<file path="src/rtl/ser_regport_pkg.sv">
package ser_regport_pkg;
  typedef enum logic [1:0] {
    BK_ADDR  = 2'd0,
    BK_WRITE = 2'd1,
    BK_READ  = 2'd2
  } byte_kind_e;
endpackage

</file>
<file path="src/rtl/ser_regport_sync.sv">
module ser_regport_sync #(
  parameter int          W       = 4,
  parameter int          STAGES  = 2,
  parameter logic [W-1:0] RST_VAL = '0
) (
  input  logic         clk,
  input  logic         rst,
  input  logic [W-1:0] d,
  output logic [W-1:0] q
);
  for (genvar i = 0; i < W; i++) begin : g_bit
    logic [STAGES-1:0] chain;
    always_ff @(posedge clk) begin
      if (rst) chain <= {STAGES{RST_VAL[i]}};
      else     chain <= {chain[STAGES-2:0], d[i]};
    end
    assign q[i] = chain[STAGES-1];
  end
endmodule

</file>
<file path="src/rtl/ser_regport_framer.sv">
module ser_regport_framer
  import ser_regport_pkg::*;
#(
  parameter int BYTE_W = 8,
  parameter int RD_LAT = 1
) (
  input  logic              clk,
  input  logic              rst,
  input  logic              idle,
  input  logic              rise,
  input  logic              sdi_s,
  input  logic              rw_s,
  output logic [BYTE_W-1:0] reg_addr,
  output logic              reg_wr,
  output logic [BYTE_W-1:0] reg_wdata,
  output logic              reg_rd,
  output logic              wait_o,
  output logic              mid_byte,
  output logic              load_tx
);
  localparam int CW       = $clog2(BYTE_W);
  localparam int WAIT_CYC = RD_LAT + 2;
  localparam int WCW      = $clog2(WAIT_CYC + 1);
  localparam logic [CW-1:0] LAST = CW'(BYTE_W - 1);

  logic [CW-1:0]     bit_cnt;
  logic [BYTE_W-1:0] shreg;
  logic [BYTE_W-1:0] addr_q;
  logic              first_q;
  logic              mode_rd;
  logic [WCW-1:0]    wait_cnt;
  logic [RD_LAT-1:0] rd_pipe;
  logic [BYTE_W-1:0] byte_full;
  byte_kind_e        kind;

  assign byte_full = {sdi_s, shreg[BYTE_W-1:1]};
  assign kind      = first_q ? BK_ADDR : (mode_rd ? BK_READ : BK_WRITE);
  assign mid_byte  = (bit_cnt != '0);
  assign load_tx   = rd_pipe[RD_LAT-1];

  always_ff @(posedge clk) begin
    if (rst) begin
      bit_cnt   <= '0;
      shreg     <= '0;
      addr_q    <= '0;
      first_q   <= 1'b1;
      mode_rd   <= 1'b0;
      wait_cnt  <= '0;
      wait_o    <= 1'b0;
      rd_pipe   <= '0;
      reg_addr  <= '0;
      reg_wr    <= 1'b0;
      reg_wdata <= '0;
      reg_rd    <= 1'b0;
    end else begin
      reg_wr  <= 1'b0;
      reg_rd  <= 1'b0;
      rd_pipe <= (rd_pipe << 1) | RD_LAT'(reg_rd);
      if (wait_cnt != '0) begin
        wait_cnt <= wait_cnt - 1'b1;
        wait_o   <= (wait_cnt > WCW'(1));
      end
      if (idle) begin
        bit_cnt  <= '0;
        shreg    <= '0;
        first_q  <= 1'b1;
        mode_rd  <= 1'b0;
        wait_cnt <= '0;
        wait_o   <= 1'b0;
      end else if (rise) begin
        shreg   <= byte_full;
        bit_cnt <= (bit_cnt == LAST) ? '0 : bit_cnt + 1'b1;
        if (bit_cnt == LAST) begin
          case (kind)
            BK_ADDR: begin
              first_q  <= 1'b0;
              addr_q   <= byte_full;
              mode_rd  <= rw_s;
              wait_cnt <= WCW'(WAIT_CYC);
              wait_o   <= 1'b1;
              if (rw_s) begin
                reg_rd   <= 1'b1;
                reg_addr <= byte_full;
              end
            end
            BK_READ: begin
              addr_q   <= addr_q + 1'b1;
              reg_rd   <= 1'b1;
              reg_addr <= addr_q + 1'b1;
            end
            default: begin
              reg_wr    <= 1'b1;
              reg_addr  <= addr_q;
              reg_wdata <= byte_full;
              addr_q    <= addr_q + 1'b1;
            end
          endcase
        end
      end
    end
  end

  assert_wait_hold_R6: assert property (@(posedge clk) disable iff (rst)
    $rose(wait_o) |=> wait_o);
  assert_single_rd_R8: assert property (@(posedge clk) disable iff (rst)
    reg_rd |=> !reg_rd);
  assert_idle_no_wr_R7: assert property (@(posedge clk) disable iff (rst)
    idle |=> !reg_wr);
endmodule

</file>
<file path="src/rtl/ser_regport_txshift.sv">
module ser_regport_txshift #(
  parameter int BYTE_W = 8
) (
  input  logic              clk,
  input  logic              rst,
  input  logic              idle,
  input  logic              fall,
  input  logic              mid_byte,
  input  logic              load,
  input  logic [BYTE_W-1:0] load_data,
  output logic              sdo
);
  logic [BYTE_W-1:0] tx;

  always_ff @(posedge clk) begin
    if (rst || idle)          tx <= '0;
    else if (load)            tx <= load_data;
    else if (fall && mid_byte) tx <= {1'b0, tx[BYTE_W-1:1]};
  end

  assign sdo = tx[0];
endmodule

</file>
<file path="src/rtl/ser_regport.sv">
module ser_regport #(
  parameter int BYTE_W      = 8,
  parameter int SYNC_STAGES = 2,
  parameter int RD_LAT      = 1
) (
  input  logic              clk,
  input  logic              rst,
  input  logic              cs_n,
  input  logic              sclk,
  input  logic              sdi,
  input  logic              rw_sel,
  output logic              sdo,
  output logic              sdo_oe,
  output logic              wait_o,
  output logic [BYTE_W-1:0] reg_addr,
  output logic              reg_wr,
  output logic [BYTE_W-1:0] reg_wdata,
  output logic              reg_rd,
  input  logic [BYTE_W-1:0] reg_rdata
);
  logic [3:0] s;
  logic       sclk_d;
  logic       rise, fall, mid_byte, load_tx;
  logic       cs_s, rw_s, sdi_s, sclk_s;

  ser_regport_sync #(.W(4), .STAGES(SYNC_STAGES), .RST_VAL(4'b1000)) i_sync (
    .clk (clk),
    .rst (rst),
    .d   ({cs_n, rw_sel, sdi, sclk}),
    .q   (s)
  );
  assign {cs_s, rw_s, sdi_s, sclk_s} = s;

  always_ff @(posedge clk) begin
    if (rst) begin
      sclk_d <= 1'b0;
      sdo_oe <= 1'b0;
    end else begin
      sclk_d <= sclk_s;
      sdo_oe <= ~cs_s & rw_s;
    end
  end
  assign rise = sclk_s & ~sclk_d;
  assign fall = ~sclk_s & sclk_d;

  ser_regport_framer #(.BYTE_W(BYTE_W), .RD_LAT(RD_LAT)) i_framer (
    .clk       (clk),
    .rst       (rst),
    .idle      (cs_s),
    .rise      (rise),
    .sdi_s     (sdi_s),
    .rw_s      (rw_s),
    .reg_addr  (reg_addr),
    .reg_wr    (reg_wr),
    .reg_wdata (reg_wdata),
    .reg_rd    (reg_rd),
    .wait_o    (wait_o),
    .mid_byte  (mid_byte),
    .load_tx   (load_tx)
  );

  ser_regport_txshift #(.BYTE_W(BYTE_W)) i_tx (
    .clk       (clk),
    .rst       (rst),
    .idle      (cs_s),
    .fall      (fall),
    .mid_byte  (mid_byte),
    .load      (load_tx),
    .load_data (reg_rdata),
    .sdo       (sdo)
  );

  assert_oe_idle_R5: assert property (@(posedge clk) disable iff (rst)
    cs_s |=> !sdo_oe);
  assert_reset_quiet_R9: assert property (@(posedge clk) disable iff (rst)
    $past(rst) |-> (!wait_o && !reg_wr && !reg_rd && !sdo_oe));
endmodule

</file>
<file path="config.mk">
export PLATFORM = sky130hd
export DESIGN_NAME = ser_regport
export DESIGN_NICKNAME = d
export VERILOG_FILES = /design/src/rtl/ser_regport_pkg.sv /design/src/rtl/ser_regport_sync.sv /design/src/rtl/ser_regport_framer.sv /design/src/rtl/ser_regport_txshift.sv /design/src/rtl/ser_regport.sv
export SDC_FILE = /design/constraint.sdc
export NUM_CORES = 1
export LEC_CHECK = 0
export BUFFER_PORTS_ARGS = -buffer_cell sky130_fd_sc_hd__buf_2
export CAP_MARGIN = 20
export CORE_MARGIN = 5
export CORE_UTILIZATION = 40
export DETAILED_ROUTE_END_ITERATION = 16
export SLEW_MARGIN = 20
export SYNTH_ARGS = -nofsm -noshare
export SYNTH_HDL_FRONTEND = slang
export SYNTH_SLANG_ARGS = --single-unit
</file>
<file path="constraint.sdc">
create_clock -name clk -period 2 [get_ports clk]
set_input_delay 0 -clock clk [delete_from_list [all_inputs] [get_ports clk]]
set_output_delay 0 -clock clk [all_outputs]
set_load 0.03 [all_outputs]
</file>
==> reports/qor.txt <==
Max rail drop VDD -> 0.504 mV
sequential share of power -> 54.5%
Syn Area/Cell -> 8.69 sq um
multi-input combinational cell area -> 1250 sq um
Primary FF master, synth -> dfxtp_1
path type of the worst setup path -> flip-flop to flip-flop
leading area contributor after synthesis -> dfxtp_1
Yosys reg bits -> 60
# IOs -> 35
drt total wl -> 5800 um
Clock transition at path regs -> 0.07 ns
crit path buf inv count -> 0
crit path time final -> 1.77 ns
Fmax -> 565 MHz
drt drc -> 0
TritonCTS Buffers -> 9
Worst-Skew Late Latency -> 0.34 ns
Syn Nets -> 315
Post-synth ARST share -> 0%
most frequent cells in the layout -> dfxtp_1, nand2_1, buf_2
EDFF count, synth -> 0
slowest cell delay on critical path -> 0.46 ns
critical hold path startpoint -> rst
critical path required time -> 2.21 ns
fin crit share -> 88.5%
Synth area leaders -> dfxtp_1, nand2_1, a21oi_1
Max Cap Viol -> 0
CP cell instances -> ha_1 -> ha_1 -> and4bb_2 -> nand2_1 -> nand2_1 -> a21oi_1
drt first pass iters -> 4
share of cells above drive strength 1 -> 19.1%
RR Endpoint -> i_framer.reg_wdata[5]$_SDFFE_PP0P_
root buf cell -> clkbuf_8
Starting Density -> 40.9%
hold depth -> 3
post-synthesis cell count -> 297
Switch Pwr -> 0.473 mW
post-CTS setup buffers -> 0
Cell Area, Synth -> 2580 sq um
R2R depth -> 6
row cnt -> 29
nets@finish -> 359
Syn. warnings -> 0
status -> complete, no violations
Critical R2R Launch -> i_framer.bit_cnt[1]$_SDFFE_PP0N_
ANT cells -> 0
crit end category -> flip-flop
Worst Tran Pin Value -> 0.624 ns
Startpoint Class -> flip-flop
P&R area growth vs syn -> 19.4%
top sig layer -> met4
CTS tree -> yes
critical path arrival -> 1.98 ns
leakage -> 1.10 nW
endpoints failing hold -> 0
final setup TNS -> 0 ns
Non-Filler Instances -> 422
vias per cell -> 5.06
sequential-to-total area share from yosys stat -> 46.5%
Storage cell area -> 1200 sq um
RSZ-0062 raised after global routing -> no
Min-Delay Endpoint -> i_framer.reg_wr$_SDFF_PP0_
clk buf depth -> 2
Die Ht -> 90.3 um
Setup-failing EPs final -> 0
via count -> 2134
power density of the placed cells -> 720 nW/um^2
DP Cell Count -> 395
largest net degree at the start of global routing -> 34
Fillers -> 638
Synth cell types -> 47
met3 wire length -> 362 um
Total GRT Usage -> 15.5%
family with the most delay on the worst path -> simple AND/OR/NAND/NOR gates
commonest non-fill, non-tap cell in the layout -> dfxtp_1
Layout Skew -> 0.00781 ns
placer's final routability congestion estimate -> 0.850
Synth top area share -> 46.5%
Core Area -> 6310 sq um
clock network power share -> 42.4%
dpl hpwl -> 4000 um
via count of the first global-routing pass -> 2155
H-tree depth -> 3
grt ovf -> 0
internal power -> 1.75 mW
antenna-violating nets left -> 0
WL met1 -> 2800 um
overall die area -> 8160 sq um
Starting DRT DRC Count -> 115
Port Buffers -> 34
Relative slew margins -> 58.4%
WL met2 -> 2550 um
Resize count post-CTS -> 0
slowest CP cell -> and4bb_2
Wirelength per Cell -> 13.7 um
Sw Share -> 21.3%
initial antenna violation count -> 0
Hold WS -> 0.173 ns
flop2flop setup slack -> 0.23 ns
clk sinks -> 60
Hold Path Class -> primary input to flip-flop
Pins Over Slew Limit -> 0
Die W -> 90.3 um
CP max FO -> 13
Comb pwr share -> 3.1%
first-pass GRT wire length -> 10200 um
-- final cells by class --
class	instances	area share, %
multi-input cells	210	40.4
clock inverters	2	0.325
flip-flops and latches	60	39.0
clock buffers	13	5.16
repair buffers	53	11.1
inverters	7	0.853
well taps	77	3.13
-- power by group through the flow --
stage / clock (mW) / sequential, mW / combinational, mW
2_1_floorplan: 0 / 1.23 / 0.0290
3_3_place_gp: 0 / 1.24 / 0.0497
3_5_place_dp: 0 / 1.24 / 0.0498
4_1_cts: 0.977 / 1.21 / 0.0676
5_1_grt: 1.03 / 1.21 / 0.0753
6_report: 0.942 / 1.21 / 0.0681
-- repair_timing --
action                                  CTS  global route
endpoints found under the setup margin    0             0
hold buffers                             12             0
endpoints found under the hold margin    12             0
-- registers in the layout, indices dropped and copies added (netlist names), 2 cells and up --
signal / cells
i_framer.bit_cnt: 3
i_sync.g_bit.chain: 8
i_framer.addr_q: 8
i_tx.tx: 8
i_framer.shreg: 7
i_framer.reg_addr: 8
i_framer.wait_cnt: 2
i_framer.reg_wdata: 8
-- per-layer routing --
metal	GRT usage [%]	vias up
met1	20.1	965
met3	5.42	9
met5	0	-
li1	-	1111
met4	7.20	0
met2	23.0	49
-- cells by family (layout without fill, tap and decap cells) --
kind of cell    count (synthesis)  count (layout)  synth area share (%)
flops                          60              60                  46.5
buf+inv                        27              75                  5.19
xor+xnor                        5               5                  1.70
mux                            11              11                  4.27
simple gates                  117             117                  21.3
fa+ha+maj                       4               4                  1.94
compound gates                 73              73                  19.0
-- worst max path at each step --
stage	from	end	cells past startpoint
after floorplan	i_framer.bit_cnt[1]$_SDFFE_PP0N_	i_framer.reg_addr[0]$_SDFFE_PP0P_	7
after global placement	i_framer.bit_cnt[1]$_SDFFE_PP0N_	i_framer.reg_wdata[6]$_SDFFE_PP0P_	6
after detailed placement	i_framer.bit_cnt[1]$_SDFFE_PP0N_	i_framer.reg_wdata[5]$_SDFFE_PP0P_	6
after CTS	i_framer.bit_cnt[1]$_SDFFE_PP0N_	i_framer.reg_wdata[5]$_SDFFE_PP0P_	6
after global routing	i_framer.bit_cnt[1]$_SDFFE_PP0N_	i_framer.reg_wdata[1]$_SDFFE_PP0P_	6
final	i_framer.bit_cnt[1]$_SDFFE_PP0N_	i_framer.reg_wdata[5]$_SDFFE_PP0P_	6
-- synthesized netlist by cell type, types with 5 or more instances --
master / n
xnor2_1: 5
nand3_1: 6
inv_1: 7
dfxtp_1: 60
o21ai_0: 9
mux2i_1: 11
clkbuf_1: 7
nand2_1: 58
nor2_1: 21
a211oi_1: 7
buf_2: 7
a21oi_1: 31
nor2b_1: 10
-- worst min-delay path, cell delays in order --
cell and delay, ns:
buf_2 0.10, buf_4 0.23, nor2_1 0.13
-- stage by stage --
stage / total power, mW / util (%) / setup slack [ns] / area (sq um)
final: 2.22 / 48.8 / 0.229 / 3080
after global routing: 2.31 / 48.8 / 0.0269 / 3080
after CTS: 2.25 / 48.8 / 0.197 / 3080
after detailed placement: 1.29 / 44.2 / 0.202 / 2790
after global placement: 1.29 / 44.2 / 0.264 / 2790
after floorplan: 1.26 / - / 0.504 / 2580
Note: power is estimated with default switching activity, not from simulation.
